**src/rtl/branch_seq.sv**
```systemverilog
module branch_seq #(
  parameter int W    = 12,
  parameter int PTRW = 7
) (
  input  logic         clk,
  input  logic         rst_n,
  input  logic         start,
  input  logic [11:0]  instr,
  input  logic         flag_z,
  input  logic         flag_c,
  input  logic         flag_n,
  input  logic         flag_v,
  input  logic [W-1:0] pc_in,
  input  logic [W-1:0] f_in,
  input  logic [W-1:0] s_in,
  input  logic [W-1:0] sp_in,
  input  logic         mem_ready,
  input  logic [W-1:0] mem_rdata,
  output logic         busy,
  output logic         mem_req,
  output logic         mem_we,
  output logic [W-1:0] mem_addr,
  output logic [W-1:0] mem_wdata,
  output logic         pc_we,
  output logic [W-1:0] pc_out,
  output logic         f_we,
  output logic [W-1:0] f_out,
  output logic         s_we,
  output logic [W-1:0] s_out,
  output logic         sp_we,
  output logic [W-1:0] sp_out
);

  typedef enum logic [2:0] {IDLE, FETCH, PUSH, PTR, POP, DONE} st_t;
  typedef enum logic [1:0] {K_JMP, K_CALL, K_RET, K_ZC} kind_t;

  st_t            st;
  kind_t          kind;
  logic [1:0]     cnt;
  logic           stk;
  logic [PTRW-1:0] ptr_r;
  logic [W-1:0]   pc_r, f_r, s_r, sp_r, tgt, ret_pc, wd;

  logic is_br, is_zc, flag_sel, cond_true, accept, hit;
  kind_t kind_d;

  assign is_br = (instr[11:6] == 6'b111011) && (instr[3] || instr[2:0] == 3'b000);
  assign is_zc = (instr[11:7] == 5'b11111);

  always_comb
    case (instr[1:0])
      2'd0:    flag_sel = flag_z;
      2'd1:    flag_sel = flag_c;
      2'd2:    flag_sel = flag_n;
      default: flag_sel = flag_v;
    endcase

  assign cond_true = instr[3] ? (flag_sel ^ instr[2]) : 1'b1;
  assign accept    = start && (st == IDLE) && (is_br || is_zc);
  assign kind_d    = is_zc ? K_ZC : instr[4] ? K_RET : instr[5] ? K_CALL : K_JMP;
  assign hit       = mem_req && mem_ready;
  assign ret_pc    = pc_r + ((kind == K_ZC) ? W'(1) : W'(2));

  always_ff @(posedge clk) begin
    if (!rst_n) begin
      st    <= IDLE;
      kind  <= K_JMP;
      cnt   <= '0;
      stk   <= 1'b0;
      ptr_r <= '0;
      pc_r  <= '0;
      f_r   <= '0;
      s_r   <= '0;
      sp_r  <= '0;
      tgt   <= '0;
    end else begin
      case (st)
        IDLE: if (accept) begin
          pc_r  <= pc_in;
          f_r   <= f_in;
          s_r   <= s_in;
          sp_r  <= sp_in;
          ptr_r <= instr[PTRW-1:0];
          kind  <= kind_d;
          cnt   <= '0;
          if (is_zc) begin
            st  <= PUSH;
            stk <= 1'b1;
          end else if (!cond_true) begin
            st  <= DONE;
            stk <= 1'b0;
            tgt <= pc_in + (instr[4] ? W'(1) : W'(2));
          end else if (instr[4]) begin
            st  <= POP;
            stk <= 1'b1;
          end else begin
            st  <= FETCH;
            stk <= instr[5];
          end
        end
        FETCH: if (hit) begin
          tgt <= mem_rdata;
          st  <= (kind == K_CALL) ? PUSH : DONE;
        end
        PUSH: if (hit) begin
          sp_r <= sp_r - W'(1);
          cnt  <= cnt + 2'd1;
          if (cnt == 2'd2) st <= (kind == K_ZC) ? PTR : DONE;
        end
        PTR: if (hit) begin
          tgt <= mem_rdata;
          st  <= DONE;
        end
        POP: if (hit) begin
          sp_r <= sp_r + W'(1);
          cnt  <= cnt + 2'd1;
          case (cnt)
            2'd0:    s_r <= mem_rdata;
            2'd1:    f_r <= mem_rdata;
            default: begin
              tgt <= mem_rdata;
              st  <= DONE;
            end
          endcase
        end
        default: st <= IDLE;
      endcase
    end
  end

  always_comb
    case (cnt)
      2'd0:    wd = ret_pc;
      2'd1:    wd = f_r;
      default: wd = s_r;
    endcase

  always_comb
    case (st)
      FETCH:   mem_addr = pc_r + W'(1);
      PUSH:    mem_addr = sp_r - W'(1);
      PTR:     mem_addr = {{(W-PTRW){1'b0}}, ptr_r};
      POP:     mem_addr = sp_r;
      default: mem_addr = '0;
    endcase

  assign busy      = (st != IDLE);
  assign mem_req   = (st == FETCH) || (st == PUSH) || (st == PTR) || (st == POP);
  assign mem_we    = (st == PUSH);
  assign mem_wdata = (st == PUSH) ? wd : '0;
  assign pc_we     = (st == DONE);
  assign pc_out    = tgt;
  assign f_we      = (st == DONE) && stk && (kind == K_RET);
  assign s_we      = f_we;
  assign f_out     = f_r;
  assign s_out     = s_r;
  assign sp_we     = (st == DONE) && stk;
  assign sp_out    = sp_r;

endmodule

```
**config.mk**
```make
export PLATFORM = sky130hd
export DESIGN_NAME = branch_seq
export DESIGN_NICKNAME = d
export VERILOG_FILES = /design/src/rtl/branch_seq.sv
export SDC_FILE = /design/constraint.sdc
export NUM_CORES = 1
export LEC_CHECK = 0
export BUFFER_PORTS_ARGS = -buffer_cell sky130_fd_sc_hd__buf_2
export CORE_MARGIN = 10
export CORE_UTILIZATION = 35
export CTS_BUF_LIST = sky130_fd_sc_hd__clkbuf_4
export CTS_CLUSTER_SIZE = 10
export DETAILED_ROUTE_END_ITERATION = 10
export PLACE_DENSITY = 0.66
export SYNTH_ARGS = -nofsm -noshare
export SYNTH_HDL_FRONTEND = slang
export SYNTH_SLANG_ARGS = --single-unit
```
**constraint.sdc**
```tcl
create_clock -name clk -period 3.25 [get_ports clk]
set_input_delay 0.4875 -clock clk [delete_from_list [all_inputs] [get_ports clk]]
set_output_delay 0.4875 -clock clk [all_outputs]
set_load 0.01 [all_outputs]
```
==> results.md <==
- Status: finished, final reports clean
- Fmax: 329 MHz
- Min Tclk post-route: 3040 ps
- Syn. warnings: 0
- Die area: 0.0201 mm²
- Routed wire length: 19400 µm
- Nets: 925
- RSZ-0062 raised after global routing: false
- Arrival @ worst endpoint: 2550 ps
- Synthesized area per cell: 7.42 µm²
- DR DRC count: 0
- Final ANT Viol Nets: 0
- Final setup vio count: 0
- Starting Density: 0.358
- Synth Flop Type: dfxtp_1
- Final Hold Viols: 0
- Post-synthesis xor/xnor area fraction: 0.0654
- Static leakage: 2.62 nW
- Clock tree root driver cell: clkbuf_4
- Vias per inst: 5.60
- Mux share of post-synthesis cell area: 0.0257
- Clk sinks: 75
- Clk_lat worst skew: 460 ps
- Fin Setup TNS: 0 ps
- Via count: 5731
- Syn Std Cell Area: 0.00520 mm²
- Pwr dens: 292 mW/mm²
- Vias in the first global route: 5446
- Synth Area in Adders: 0.0318
- Tcrit/Tclk final: 0.934
- Post-DP HPWL: 14900 µm
- Die extent in y: 142 µm
- CTS max path bufs: 2
- RD Place Congestion: 0.920
- Register area share after synthesis: 0.289
- Starting DRT DRC Count: 552
- Max Slew Vio Count: 0
- Async set or reset register ratio after synthesis: 0
- H-tree depth: 3
- Critical path class: flop to output port
- Routed len/inst: 19.0 µm
- Clock Skew: 14.3 ps
- FP Rows: 44
- Rel. slew slack: 0.376
- EDFF count, synth: 0
- CP Max Fanout: 7
- Max cap viols: 0
- Share of layout cells above drive strength 1: 0.267
- Initial antenna violation count: 1
- Post-synth cell types: 69
- Min-delay worst type: primary input to flop
- IO buf count: 158
- Overall Global Routing Usage: 0.186
- First-pass GRT wire length: 30200 µm
- VDD IR-drop max: 0.000192 V
- CTS buffer count: 9
- Fin util: 0.436
- Power Total: 1.85 mW
- Top Ports: 159
- First-pass DRT Iterations: 5
- Final hold slack: 282 ps
- Clock transition at path regs: 140 ps
- Post-CTS Hold Buffers: 0
- Worst Setup Start Kind: flop
- Post-Synth Simple-Gate Area: 0.228
- Crit. End Element: output port
- Area Growth Syn to Fin: 21.7%
- #FFs+latches synth: 75
- Compound-Gate Fraction of Synth Area: 0.301
- TritonCTS clock tree: built
- Largest family of logic cells by synthesized area: compound AO/OA/AOI/OAI gates
- Core Box Area: 0.0145 mm²
- Chip Width: 142 µm
- Synth Instances: 701
- Syn_nets: 793
- Largest net degree at the start of global routing: 33
- Final global-route overflow total: 0
- Worst Max-Slew Pin Slew: 937 ps
- Worst EP required: 2760 ps
==> registers in the layout, summed over array words and instances, names as in the netlist, 3 cells and up <==
| register | count |
|---|---|
| pc_out | 12 |
| st | 3 |
| pc_r | 12 |
| s_out | 12 |
| f_out | 12 |
| sp_out | 12 |
| ptr_r | 7 |
==> cell usage in the layout, fill, tap and decap left out, types with 16 or more instances in the layout <==
| master | netlist | final |
|---|---|---|
| a211oi_1 | 27 | 27 |
| a21oi_1 | 86 | 83 |
| a22oi_1 | 17 | 17 |
| and2_1 | 16 | 16 |
| buf_2 | 9 | 158 |
| buf_4 | 1 | 23 |
| dfxtp_1 | 75 | 73 |
| nand2_1 | 96 | 95 |
| nand3_1 | 19 | 19 |
| nor2_1 | 52 | 52 |
| o21ai_0 | 34 | 34 |
| xnor2_1 | 20 | 20 |
| xor2_1 | 17 | 17 |
==> final timing paths <==
kind,startpoint,endpoint,slack [ps],cells past startpoint
min reg2reg,pc_out[4],pc_out[4],470,2
max,kind[1],mem_wdata[6],210,11
min,pc_in[11],pc_r[11],280,3
max reg2reg,st[2],pc_out[1],650,7
==> final cells by class <==
type	instances	area (µm²)
timing repair buffer	181	963
sequential	75	1510
clock buffer	10	75.1
multi-input combinational	550	3420
inverter	16	60.1
tap	184	230
clock inverter	6	71.3
fill	1559	8200
antenna	1	2.50
==> synth_stat cells (all sizes together) (17+ instances only) <==
cell type	number	area share
nand2	96	0.069
a21oi	86	0.083
dfxtp	75	0.29
nor2	53	0.039
clkbuf	44	0.032
o21ai	35	0.034
a211oi	27	0.039
xnor2	21	0.037
nand3	19	0.018
a22oi	17	0.025
xor2	17	0.029
==> worst max-delay path, cell delays in order, from the launching register on <==
cell	delay (ps)
dfxtp_4	400
nand2_2	70
inv_2	80
ha_2	190
inv_1	60
fa_2	340
nand3b_1	250
nor2_1	170
xor2_1	150
nand2_1	80
a21oi_2	160
buf_2	150
==> power by group <==
group,switching (mW),internal [mW]
clock network,0.385,0.249
logic,0.154,0.114
registers,0.0165,0.933
total,0.556,1.30
==> layer usage <==
layer  share of wire  global-route usage  vias to the layer above
met5               0                   0                        -
li1                -                   -                     2817
met1            0.44               0.252                     2625
met3           0.082              0.0471                       23
met2            0.46               0.289                      266
met4           0.014              0.0409                        0
==> what timing repair did <==
action / 4_1_cts / 5_1_grt
pin swaps: 0 / 2
resized for setup: 2 / 8
setup endpoints to repair: 2 / 4
setup buffers: 0 / 1
==> per-stage QoR <==
step | cell area, µm² | cells | setup WS (ps)
finish | 6330 | 1023 | 213
detailed placement | 6150 | 1005 | 467
floorplan | 5200 | 701 | 728
CTS | 6300 | 1021 | 18.9
global placement | 6150 | 1005 | 512
global route | 6330 | 1023 | 15.7
==> kinds of logic (layout without fill, tap and decap cells) <==
group / after synthesis / in the layout
AO/OA/AOI/OAI: 242 / 242
XOR/XNOR: 38 / 38
adder cells (fa/ha/maj): 12 / 12
buffers and inverters: 76 / 213
flip-flops: 75 / 75
multiplexers: 12 / 12
other: 0 / 1
AND/OR/NAND/NOR: 246 / 246
(Power assumes the default switching activity.)
